--- src/rtl/toh_ins_pkg.sv ---
// Shared definitions for the overhead byte source selector.
// Assumes the standard 9-row by 3-column transport overhead layout.
package toh_ins_pkg;

    // Number of software-controlled overhead groups.
    localparam int NUM_GRP = 4;

    // Group indices; each is the bit position in the control vector.
    localparam int GRP_KK  = 0;   // K1/K2
    localparam int GRP_SM  = 1;   // S1/M0
    localparam int GRP_ORD = 2;   // E1/F1/E2
    localparam int GRP_DCC = 3;   // D1..D12

    // Source rule attached to a slot.
    typedef enum logic [3:0] {
        SLOT_FRM_A1  = 4'd0,
        SLOT_FRM_A2  = 4'd1,
        SLOT_B1_CALC = 4'd2,
        SLOT_ZERO    = 4'd3,
        SLOT_PAR     = 4'd4,
        SLOT_GRP_KK  = 4'd5,
        SLOT_GRP_SM  = 4'd6,
        SLOT_GRP_ORD = 4'd7,
        SLOT_GRP_DCC = 4'd8
    } slot_kind_e;

    // Map a group index to its slot kind.
    function automatic slot_kind_e grp_kind(input int g);
        case (g)
            GRP_KK:  return SLOT_GRP_KK;
            GRP_SM:  return SLOT_GRP_SM;
            GRP_ORD: return SLOT_GRP_ORD;
            default: return SLOT_GRP_DCC;
        endcase
    endfunction

endpackage

--- src/rtl/toh_pos_tracker.sv ---
// Tracks the overhead slot position (row, column, STS index) of the current
// input byte. A start-of-frame strobe forces the origin for that byte; every
// valid byte afterwards advances STS fastest, then column, then row, wrapping
// at the frame end. Before the first strobe the position is marked unlocked.
// Assumes in_sof is only meaningful together with in_valid.
module toh_pos_tracker #(
    parameter int NUM_STS  = 12,
    parameter int NUM_ROWS = 9,
    parameter int NUM_COLS = 3,
    parameter int STS_W    = 4,
    parameter int ROW_W    = 4,
    parameter int COL_W    = 2
) (
    input  logic             clk,
    input  logic             rst_n,
    input  logic             in_valid,
    input  logic             in_sof,
    output logic [ROW_W-1:0] cur_row,
    output logic [COL_W-1:0] cur_col,
    output logic [STS_W-1:0] cur_sts,
    output logic             cur_locked
);

    localparam logic [STS_W-1:0] STS_LAST = STS_W'(NUM_STS - 1);
    localparam logic [ROW_W-1:0] ROW_LAST = ROW_W'(NUM_ROWS - 1);
    localparam logic [COL_W-1:0] COL_LAST = COL_W'(NUM_COLS - 1);

    logic [ROW_W-1:0] nxt_row_q;
    logic [COL_W-1:0] nxt_col_q;
    logic [STS_W-1:0] nxt_sts_q;
    logic             locked_q;

    logic [ROW_W-1:0] adv_row;
    logic [COL_W-1:0] adv_col;
    logic [STS_W-1:0] adv_sts;

    // Position of the byte on the bus: origin on a strobe, else the stored one.
    always_comb begin
        if (in_sof) begin
            cur_row = '0;
            cur_col = '0;
            cur_sts = '0;
        end else begin
            cur_row = nxt_row_q;
            cur_col = nxt_col_q;
            cur_sts = nxt_sts_q;
        end
        cur_locked = in_sof | locked_q;
    end

    // Successor slot of the current position, with column and row carries.
    always_comb begin
        adv_row = cur_row;
        adv_col = cur_col;
        adv_sts = cur_sts + STS_W'(1);
        if (cur_sts == STS_LAST) begin
            adv_sts = '0;
            adv_col = cur_col + COL_W'(1);
            if (cur_col == COL_LAST) begin
                adv_col = '0;
                adv_row = (cur_row == ROW_LAST) ? '0 : cur_row + ROW_W'(1);
            end
        end
    end

    // Store the slot expected next; gaps leave it unchanged.
    always_ff @(posedge clk) begin
        if (!rst_n) begin
            nxt_row_q <= '0;
            nxt_col_q <= '0;
            nxt_sts_q <= '0;
            locked_q  <= 1'b0;
        end else if (in_valid && cur_locked) begin
            nxt_row_q <= adv_row;
            nxt_col_q <= adv_col;
            nxt_sts_q <= adv_sts;
            locked_q  <= 1'b1;
        end
    end

endmodule

--- src/rtl/toh_slot_classifier.sv ---
// Decodes a slot position into the source rule for that byte. Fixed rules
// cover framing, B1, pointer, J0 and B2 slots; the remaining slots belong to
// one of four switchable groups. An unlocked position is always transparent.
// Assumes the 9x3 overhead layout; STS index 0 is STS#1.
module toh_slot_classifier
    import toh_ins_pkg::*;
#(
    parameter int STS_W = 4,
    parameter int ROW_W = 4,
    parameter int COL_W = 2
) (
    input  logic [ROW_W-1:0] row,
    input  logic [COL_W-1:0] col,
    input  logic [STS_W-1:0] sts,
    input  logic             locked,
    output slot_kind_e       kind
);

    // Row/column table of source rules.
    always_comb begin
        int r;
        int c;
        r = int'(row);
        c = int'(col);
        kind = SLOT_PAR;
        if (locked) begin
            case (r)
                0: begin
                    case (c)
                        0:       kind = SLOT_FRM_A1;
                        1:       kind = SLOT_FRM_A2;
                        default: kind = SLOT_PAR;       // J0
                    endcase
                end
                1: begin
                    if (c == 0)
                        kind = (sts == '0) ? SLOT_B1_CALC : SLOT_ZERO;
                    else
                        kind = SLOT_GRP_ORD;            // E1, F1
                end
                2, 5, 6, 7: kind = SLOT_GRP_DCC;        // D1..D12
                3:          kind = SLOT_PAR;            // H1..H3
                4: begin
                    if (c == 0)
                        kind = SLOT_PAR;                // B2
                    else
                        kind = SLOT_GRP_KK;             // K1, K2
                end
                8: begin
                    if (c == 2)
                        kind = SLOT_GRP_ORD;            // E2
                    else
                        kind = SLOT_GRP_SM;             // S1, M0
                end
                default: kind = SLOT_PAR;
            endcase
        end
    end

endmodule

--- src/rtl/toh_src_mux.sv ---
// Chooses the output byte from the slot rule and the group control bits and
// registers it, giving a fixed one-clock latency for every source. The byte
// register holds while no valid input is present.
module toh_src_mux
    import toh_ins_pkg::*;
#(
    parameter int                BYTE_W = 8,
    parameter logic [BYTE_W-1:0] A1_VAL = 8'hF6,
    parameter logic [BYTE_W-1:0] A2_VAL = 8'h28
) (
    input  logic               clk,
    input  logic               rst_n,
    input  logic               in_valid,
    input  slot_kind_e         kind,
    input  logic [NUM_GRP-1:0] grp_ins,
    input  logic [BYTE_W-1:0]  par_byte,
    input  logic [BYTE_W-1:0]  ser_byte,
    input  logic [BYTE_W-1:0]  b1_calc,
    output logic               out_valid,
    output logic [BYTE_W-1:0]  out_byte
);

    logic [NUM_GRP-1:0] grp_hit;
    logic               take_serial;
    logic [BYTE_W-1:0]  sel_byte;

    // One comparator per group: the slot belongs to it and it is set to insert.
    for (genvar g = 0; g < NUM_GRP; g++) begin : g_grp
        assign grp_hit[g] = (kind == grp_kind(g)) && grp_ins[g];
    end

    assign take_serial = |grp_hit;

    // Byte selection for the current slot.
    always_comb begin
        case (kind)
            SLOT_FRM_A1:  sel_byte = A1_VAL;
            SLOT_FRM_A2:  sel_byte = A2_VAL;
            SLOT_B1_CALC: sel_byte = b1_calc;
            SLOT_ZERO:    sel_byte = '0;
            default:      sel_byte = take_serial ? ser_byte : par_byte;
        endcase
    end

    // Output register; the byte holds across idle cycles.
    always_ff @(posedge clk) begin
        if (!rst_n) begin
            out_valid <= 1'b0;
            out_byte  <= '0;
        end else begin
            out_valid <= in_valid;
            if (in_valid)
                out_byte <= sel_byte;
        end
    end

endmodule

--- src/rtl/toh_overhead_inserter.sv ---
// Top level of the STS-12 overhead byte source selector. Tracks the slot
// position, classifies the slot and registers the selected byte.
// Assumes one overhead byte per valid cycle and B1 computed upstream.
module toh_overhead_inserter
    import toh_ins_pkg::*;
#(
    parameter int                BYTE_W   = 8,
    parameter int                NUM_STS  = 12,
    parameter int                NUM_ROWS = 9,
    parameter int                NUM_COLS = 3,
    parameter logic [BYTE_W-1:0] A1_VAL   = 8'hF6,
    parameter logic [BYTE_W-1:0] A2_VAL   = 8'h28
) (
    input  logic               clk,
    input  logic               rst_n,
    input  logic               in_valid,
    input  logic               in_sof,
    input  logic [BYTE_W-1:0]  par_byte,
    input  logic [BYTE_W-1:0]  ser_byte,
    input  logic [BYTE_W-1:0]  b1_calc,
    input  logic [NUM_GRP-1:0] grp_ins,
    output logic               out_valid,
    output logic [BYTE_W-1:0]  out_byte
);

    localparam int STS_W = (NUM_STS  > 1) ? $clog2(NUM_STS)  : 1;
    localparam int ROW_W = (NUM_ROWS > 1) ? $clog2(NUM_ROWS) : 1;
    localparam int COL_W = (NUM_COLS > 1) ? $clog2(NUM_COLS) : 1;

    logic [ROW_W-1:0] pos_row;
    logic [COL_W-1:0] pos_col;
    logic [STS_W-1:0] pos_sts;
    logic             pos_locked;
    slot_kind_e       slot_kind;

    toh_pos_tracker #(
        .NUM_STS (NUM_STS),
        .NUM_ROWS(NUM_ROWS),
        .NUM_COLS(NUM_COLS),
        .STS_W   (STS_W),
        .ROW_W   (ROW_W),
        .COL_W   (COL_W)
    ) u_pos (
        .clk       (clk),
        .rst_n     (rst_n),
        .in_valid  (in_valid),
        .in_sof    (in_sof),
        .cur_row   (pos_row),
        .cur_col   (pos_col),
        .cur_sts   (pos_sts),
        .cur_locked(pos_locked)
    );

    toh_slot_classifier #(
        .STS_W(STS_W),
        .ROW_W(ROW_W),
        .COL_W(COL_W)
    ) u_cls (
        .row   (pos_row),
        .col   (pos_col),
        .sts   (pos_sts),
        .locked(pos_locked),
        .kind  (slot_kind)
    );

    toh_src_mux #(
        .BYTE_W(BYTE_W),
        .A1_VAL(A1_VAL),
        .A2_VAL(A2_VAL)
    ) u_mux (
        .clk      (clk),
        .rst_n    (rst_n),
        .in_valid (in_valid),
        .kind     (slot_kind),
        .grp_ins  (grp_ins),
        .par_byte (par_byte),
        .ser_byte (ser_byte),
        .b1_calc  (b1_calc),
        .out_valid(out_valid),
        .out_byte (out_byte)
    );

endmodule

--- config.mk ---
export PLATFORM = sky130hd
export DESIGN_NAME = toh_overhead_inserter
export DESIGN_NICKNAME = d
export VERILOG_FILES = /design/src/rtl/toh_ins_pkg.sv /design/src/rtl/toh_pos_tracker.sv /design/src/rtl/toh_slot_classifier.sv /design/src/rtl/toh_src_mux.sv /design/src/rtl/toh_overhead_inserter.sv
export SDC_FILE = /design/constraint.sdc
export NUM_CORES = 1
export LEC_CHECK = 0
export ABC_AREA = 0
export BUFFER_PORTS_ARGS = -buffer_cell sky130_fd_sc_hd__buf_2
export CAP_MARGIN = 25
export CORE_MARGIN = 10
export CORE_UTILIZATION = 45
export DETAILED_ROUTE_END_ITERATION = 12
export GPL_ROUTABILITY_DRIVEN = 1
export PLACE_DENSITY = 0.82
export SYNTH_ARGS = -nofsm -noshare
export SYNTH_HDL_FRONTEND = slang
export SYNTH_SLANG_ARGS = --single-unit
--- constraint.sdc ---
create_clock -name clk -period 6.5 [get_ports clk]
set_input_delay 0.975 -clock clk [delete_from_list [all_inputs] [get_ports clk]]
set_output_delay 0.975 -clock clk [all_outputs]
set_load 0.005 [all_outputs]
# --- Word level (Yosys, flattened, before mapping) ---
# Index checks and enable logic that the tools add are counted.
classes:
  n_addsub: 3
  n_eq_ne: 18
  muxes: 18
  n_bitwise: 1
  reduce_logical: 12
op_table:
  columns: ["operator", "n"]
  rows:
  - ["$mux W4", 8]
  - ["$pmux W8 S4", 1]
  - ["$eq A4 B3 Y1 const B", 7]
  - ["$pmux W4 S5", 1]
  - ["$eq A4 B2 Y1 const B", 3]
  - ["$eq A4 B4 Y1 const B", 3]
  - ["$logic_not A4 Y1", 3]
  - ["$add A4 B1 Y4 const B", 2]
  - ["$eq A4 B1 Y1 const B", 2]
  - ["$mux W8", 1]
  - ["$reduce_or A4 Y1", 2]
  - ["$mux W2", 3]
  - ["$pmux W3 S2", 1]
  - ["$logic_and A1 B1 Y1", 5]
  - ["$eq A2 B2 Y1 const B", 2]
  - ["$logic_not A2 Y1", 2]
  - ["$mux W1", 3]
  - ["$add A2 B1 Y2 const B", 1]
  - ["$eq A2 B1 Y1 const B", 1]
  - ["$or A1 B1 Y1", 1]
totals:
  register_bits: 20
  in_bits: 32
  out_inout_bits: 9
  wordCells: 58

# --- Longest topological paths before layout ---
# Gate-level depths: netlist of the first run.
logic_depth:
  ltp_word: 11
  depth_mapped: 12
  ltp_nobuf: 10

# --- Cells and area by module ---
# Synthesis of the first run repeated with hierarchy kept, for this count alone.
hier_totals:
  hier_cells: 193
  hier_area_um2: 1577.8
modules_own_cells:
  columns: ["module", "n_inst", "cells_per_inst", "area_each_um2", "seq_area_each_um2"]
  rows:
  - ["toh_src_mux", 1, 88, 715.7, 180.2]
  - ["toh_pos_tracker", 1, 80, 688.2, 220.2]
  - ["toh_slot_classifier", 1, 25, 173.9, 0.0]

# --- Worst setup path before layout of the first run ---
# No wires, ideal clock.
synth_path:
  kind: "input to register"
  start: "input port in_sof"
  end: "register u_mux.out_byte[3]"
  setup_ps: 116
  arrival_time_ps: 3114
  t_required_ps: 6384
  path_slack_ps: 3270
  stages: 11
  path_buffers: 1
  path_cell_list: "buf_6 > inv_1 > nand2_1 > ha_1 > and2_2 > o211a_1 > a2111oi_2 > nand3_1 > o211ai_2 > mux2_1 > o211a_1"
synth_between:
  elab_chain_cells: 11
  elab_cells_between_ends: 40
  classes_between: "eq/ne: 16; mux: 12; bitwise: 1; reduce/logical: 11"
synth_lines:
  columns: ["element", "line", "text"]
  rows:
  - ["start, declared", "toh_overhead_inserter.sv:17", "input logic in_sof,"]
  - ["$mux W4", "toh_pos_tracker.sv:39", "if (in_sof) begin"]
  - ["$logic_not A4 Y1", "toh_slot_classifier.sv:37", "kind = (sts == '0) ? SLOT_B1_CALC : SLOT_ZERO;"]
  - ["$mux W1", "toh_slot_classifier.sv:37", null]
  - ["$mux W4", "toh_slot_classifier.sv:36", "if (c == 0)"]
  - ["$pmux W4 S5", "toh_slot_classifier.sv:27", "case (r)"]
  - ["$mux W4 *", "toh_slot_classifier.sv:26", "if (locked) begin"]
  - ["$eq A4 B3 Y1 or $eq A4 B4 Y1 (tied branches)", "toh_src_mux.sv:29", "assign grp_hit[g] = (kind == grp_kind(g)) && grp_ins[g];"]
  - ["$logic_and A1 B1 Y1", "toh_src_mux.sv:29", null]
  - ["$reduce_or A4 Y1", "toh_src_mux.sv:32", "assign take_serial = |grp_hit;"]
  - ["$mux W8", "toh_src_mux.sv:41", "default: sel_byte = take_serial ? ser_byte : par_byte;"]
  - ["$pmux W8 S4 *", "toh_src_mux.sv:36", "case (kind)"]
  - ["end signal, assigned", "toh_src_mux.sv:53", "out_byte <= sel_byte;"]
  - ["end, declared", "toh_src_mux.sv:20", "output logic [BYTE_W-1:0] out_byte"]
# Mark *: on every way between the ends. The rest lies on a longest branch, timed or not.
# A chain may end at the register's enable or synchronous reset.

# --- Worst setup path after layout of the first run ---
layout_path:
  start: "input port in_sof"
  end: "register u_mux.out_byte[0]"
# Same word-level chain as after synthesis.

==> results of run 1 <==
==> logic make-up after synthesis <==
| kind of cell | Yosys count |
|---|---|
| multiplexers | 6 |
| buffers and inverters | 18 |
| AND/OR/NAND/NOR | 64 |
| flip-flops | 20 |
| AO/OA/AOI/OAI | 65 |
| adder cells (fa/ha/maj) | 3 |
==> worst min-delay path by stage <==
| stage | slack [ps] | startpoint | end | depth (start not counted) |
|---|---|---|---|---|
| after floorplan | 450 | u_pos.nxt_sts_q[1] | u_pos.nxt_sts_q[1] | 2 |
| after CTS | 490 | u_pos.nxt_sts_q[1] | u_pos.nxt_sts_q[1] | 2 |
| after detailed placement | 470 | u_pos.nxt_sts_q[1] | u_pos.nxt_sts_q[1] | 2 |
| final | 490 | u_pos.nxt_sts_q[1] | u_pos.nxt_sts_q[1] | 2 |
| after global routing | 520 | u_pos.nxt_sts_q[1] | u_pos.nxt_sts_q[1] | 2 |
| after global placement | 470 | u_pos.nxt_sts_q[1] | u_pos.nxt_sts_q[1] | 2 |
==> worst register-to-register path, delay by kind of cell (launching register included) <==
kind            cells  cell delay, ps
fa+ha+maj           1             300
compound gates      5             930
simple gates        3            1220
flops               1             470
==> power by group <==
group	switching, µW	internal [µW]	leakage [µW]
Sequential	2.85	128	0.000164
Combinational	23.1	18.3	0.000488
Clock	36.8	21.6	0.0000138
==> final cells by class <==
cell class | count | share of cell area [%]
clock buffer | 3 | 1.39
inverter | 8 | 1.86
multi-input combinational | 138 | 56.2
sequential | 20 | 24.7
tap | 44 | 3.40
timing repair buffer | 40 | 12.4
==> flip-flops by register name (all words and copies together) (netlist names) <==
register	cells
u_mux.out_valid	1
u_mux.out_byte	8
u_pos.locked_q	1
u_pos.nxt_col_q	2
u_pos.nxt_sts_q	4
u_pos.nxt_row_q	4
==> cell usage after synthesis, drive strengths merged (5+ instances only) <==
library cell and count:
a21oi 17, a221oi 5, a31oi 5, buf 7, dfxtp 20, inv 8, nand2 18, nor2 15
o21ai 16, or2 8
==> through the flow <==
stage                     total power (µW)  utilization [%]  hold slack (ps)
final                                  231             53.4              489
after global routing                   243             53.4              519
after CTS                              232             53.4              489
after detailed placement               175             52.7              473
after global placement                 174             52.7              468
after floorplan                        158                -              450
==> per-layer routing <==
| metal | up-vias | routed length, µm | GRT usage, % |
|---|---|---|---|
| met5 | - | 0 | 0 |
| met4 | 0 | 91 | 6.69 |
| li1 | 721 | - | - |
| met1 | 654 | 1660 | 15.7 |
| met2 | 40 | 1840 | 20.2 |
| met3 | 8 | 149 | 1.53 |
==> impl_results.md, run 1 <==
* Status: finished clean
* Synth top area share at 28.2%
* Post-route clock skew at 4.90 ps
* Post-CTS Setup Bufs at 0
* Area contributors post-synth: dfxtp_1 28%, a21oi_1 5.3%, o21ai_0 4.9%, nand2_1 4.8%, nor2_1 4.0%
* Initial Utilization at 46.9%
* Cell repeated most along the worst path: a31oi_1
* Crit-path leading delay family: simple AND/OR/NAND/NOR gates
* Final Cell Area at 1620 µm²
* Vias in the first global route at 1,350
* Mux share of post-synthesis cell area at 4.40%
* Count of different cell masters after synthesis at 53
* Largest stage delay on the critical path at 570 ps
* Final setup vio count at 0
* Layout cells sized above 1 at 28.7%
* WP depth at 11
* WP data arrival at 3830 ps
* Die footprint at 5810 µm²
* Fmax at 0.278 GHz
* Clock-pin transition on the worst setup and hold timing paths at 110 ps
* P_leak at 0.000666 µW
* Synthesized Nets at 211
* Period utilization at 55.4%
* CTS Hold Bufs at 0
* Most frequent cells in the layout: 40 x buf_2, 20 x dfxtp_1, 18 x nand2_1, 15 x a21oi_1, 15 x nor2_1
* Critical path endpoint category: flop
* Worst-Margin Slew at 771 ps
* CP bufs+invs at 2
* Slew margin rel. at 48.6%
* Root Buffer: clkbuf_4
* Buffers on Ports at 40
* Register area share after synthesis at 28.2%
* Multi-input logic area at 910 µm²
* EDFF count, synth at 0
* Largest family of logic cells by synthesized area: compound AO/OA/AOI/OAI gates
* Startpoint Class: primary input
* Pre-CTS WS at 2630 ps
* Mapped cell area at 1420 µm²
* Cells after Synth at 176
* Dpl hpwl at 2910 µm
* H-tree lvl count at 1
* Antenna violations before repair at 0
* Synthesized area per cell at 8.08 µm²
* Area delta synth->final at 13.8%
* Gr usage total at 12.5%
* Critical R2R Capture: u_mux.out_byte[0]
* Top FF cell, synth: dfxtp_1
* Remaining DRCs at 0
* WS Path Type: in2reg
* Cell taking the most area after synthesis: dfxtp_1
* Die Height at 76.2 µm
* Worst-path cell with the longest stage delay: nor3_1
* Max_cap viols at 0
* CP startpoint: in_sof
* Fill cells at 288
* Flops & latches, synth at 20
* IO Pins at 41
* Xor/xnor share of the synthesized area at 0%
* Clock Path Buffers at 2
* CTS tree: done
* RSZ-0062 raised after global routing: false
* Die Width at 76.2 µm
* Simple-gate share of the synthesized area at 24.1%
* ANT cells at 0
* Setup ws final at 2900 ps
* Vias per cell at 5.62
* First-pass GRT wire length at 6310 µm
* Crit-path max FO at 19
* Reg-to-reg setup timing slack at 3510 ps
* Power Dens Cells at 143 nW/µm²
* Cell Rows at 20
* Initial DRC count at 251
* Routed WL at 3740 µm
* Compound-cell area share of the yosys netlist at 32.8%
* DR pass1 iterations at 4
* CP cell instances: buf_2, inv_1, nand2_1, ha_1, a21boi_1, a2bb2oi_1, a21oi_1, or3_1, nor3_1, a31oi_1, a31oi_1
* Worst Hold Class: reg2reg
* Final Critical Period at 3600 ps
* WP data required at 6720 ps
* Worst Setup EP: u_mux.out_byte[0]
* Critical R2R Launch: u_pos.nxt_row_q[0]
* Congestion Overflow GR at 0
* Synth warn at 0
* Via Count at 1,423
* Post-Layout Cell Count at 253
* Clk_lat worst skew at 300 ps
* Total CTS buffers at 3
* Largest net degree at the start of global routing at 20
* Final nets at 246
* Routed len/inst at 14.8 µm
* Hold violation count in the final report at 0
* Final ANT Viol Nets at 0
* Commonest non-fill, non-tap cell in the layout: buf_2
* Placement Cell Area at 1600 µm²
* Maximum vdd ir drop at 0.0635 mV
* Post-Synth Adder-Cell Area at 2.64%
* Placed cell count at 250
* Setup TNS at 0 ps
* Fin. max-slew vios at 0
* Final estimated routing congestion in global placement at 0.887
* Core ar. at 3030 µm²
* Ys async rst share at 0%
* Clk sink count at 20
* Sequential cell area at 400 µm²
* Post_cts resized at 0
* Reg2Reg Depth at 9
Note: power is estimated with default switching activity, not from simulation.
==> run 2, diff against run 1 <==
Clock period 6.5 ns to 3.4 ns, I/O delays scaled along.
==> impl_results.md, run 2 (synthesized netlist as in run 1, its figures left out) <==
* Largest net degree at the start of global routing at 18
* Fmax at 0.384 GHz
* Crit-path max FO at 13
* Cell Rows at 20
* Remaining DRCs at 0
* Reg-to-reg setup timing slack at 800 ps
* GR peak layer: met2
* Biggest register: u_mux.out_byte
* WP data required at 3660 ps
* Max FFs per register at 8
* Hold Path Cell Cnt at 3
* Most frequent cells in the layout: 40 x buf_2, 20 x dfxtp_1, 18 x nand2_1, 15 x a21oi_1, 15 x nor2_1
* Clock Path Buffers at 2
* Reg2Reg Depth at 9
* Root Buffer: clkbuf_4
* Layout cells sized above 1 at 30.4%
* Dpl hpwl at 2790 µm
* ANT cells at 0
* CTS tree: done
* Critical R2R Launch: u_pos.nxt_row_q[0]
* Power Dens Cells at 284 nW/µm²
* Final estimated routing congestion in global placement at 0.856
* Maximum vdd ir drop at 0.104 mV
* H-tree lvl count at 1
* WP data arrival at 2860 ps
* Initial Utilization at 46.9%
* Die footprint at 5810 µm²
* Final nets at 250
* HP Start: par_byte[5]
* Met1 Usage GRT at 15.0%
* Worst-Margin Slew at 741 ps
* Largest regs: u_mux.out_byte (8), u_pos.nxt_row_q (4), u_pos.nxt_sts_q (4)
* Gr usage total at 12.2%
* DR pass1 iterations at 4
* Initial DRC count at 176
* M3 GR Usage at 1.77%
* Final setup vio count at 0
* RSZ-0062 raised after global routing: false
* Total CTS buffers at 3
* Core ar. at 3030 µm²
* Clock-pin transition on the worst setup and hold timing paths at 120 ps
* Via Count at 1,445
* Congestion Overflow GR at 0
* First-pass GRT wire length at 6080 µm
* Clk_lat worst skew at 310 ps
* Die Width at 76.2 µm
* Hold violation count in the final report at 0
* Routed WL at 3610 µm
* Final ANT Viol Nets at 0
* WS Path Type: reg2reg
* Antenna violations before repair at 0
* Worst Hold Class: in2reg
* Startpoint Class: flop
* Post-CTS Setup Bufs at 0
* Post-route clock skew at 8.41 ps
* Clk sink count at 20
* Area delta synth->final at 16.9%
* IO Pins at 41
* GRT met2 Usage at 20.5%
* Slew margin rel. at 50.6%
* Buffers on Ports at 40
* Max_cap viols at 0
* Routed len/inst at 14.0 µm
* Vias in the first global route at 1,307
* CTS Hold Bufs at 0
* Hold endpoint: u_mux.out_byte[5]
* Critical path endpoint category: flop
* Final Cell Area at 1660 µm²
* Status: finished clean
* Fin. max-slew vios at 0
* Critical R2R Capture: u_mux.out_byte[5]
* Placement Cell Area at 1630 µm²
* Post_cts resized at 0
* Setup TNS at 0 ps
* Die Height at 76.2 µm
* Period utilization at 76.6%
* P_leak at 0.000694 µW
* Final Critical Period at 2600 ps
* Commonest non-fill, non-tap cell in the layout: buf_2
* Power, Total at 472 µW
* Vias per cell at 5.60
run 2: power breakdown:
| group | internal [µW] | switching (µW) |
|---|---|---|
| clock network | 65.4 | 77.0 |
| logic | 35.9 | 44.2 |
| registers | 244 | 5.29 |
| total | 346 | 127 |
run 2: worst max path at each step:
stage | slack [ps] | start | endpoint | depth (start not counted)
after global placement | 550 | in_sof | u_mux.out_byte[3] | 11
after detailed placement | 490 | in_sof | u_mux.out_byte[5] | 11
final | 800 | u_pos.nxt_row_q[0] | u_mux.out_byte[5] | 9
after CTS | 780 | u_pos.nxt_row_q[3] | u_mux.out_byte[4] | 8
after floorplan | 630 | in_sof | u_mux.out_byte[3] | 11
after global routing | 540 | u_pos.nxt_row_q[0] | u_mux.out_byte[5] | 9
run 2: layer usage:
| layer | vias up | wire, µm |
|---|---|---|
| li1 | 736 | - |
| met1 | 670 | 1590 |
| met2 | 34 | 1790 |
| met3 | 5 | 169 |
| met4 | 0 | 63 |
| met5 | - | 0 |
run 2: layout make-up:
type	count	area, µm²
clock buffers	4	36.3
well taps	44	55.1
repair buffers	44	230
inverters	8	30.0
fillers	288	1370
flip-flops and latches	20	400
multi-input cells	138	910
run 2: per-stage QoR:
| stage | instances | hold slack, ps | setup slack [ps] | utilization (%) |
|---|---|---|---|---|
| after global routing | 258 | 472 | 540 | 54.9 |
| final | 258 | 467 | 795 | 54.9 |
| after CTS | 258 | 473 | 777 | 54.9 |
| after global placement | 254 | 470 | 554 | 53.7 |
| after detailed placement | 254 | 477 | 491 | 53.7 |
| after floorplan | 176 | 450 | 635 | - |
run 2: worst max-delay path, stage by stage, from the launching register on:
cell	delay [ps]
dfxtp_1	500
nand2_1	90
ha_1	290
a21boi_1	160
a2bb2oi_1	200
a21oi_1	100
or3_1	550
a2111oi_0	490
a31oi_1	80
o21ai_1	80
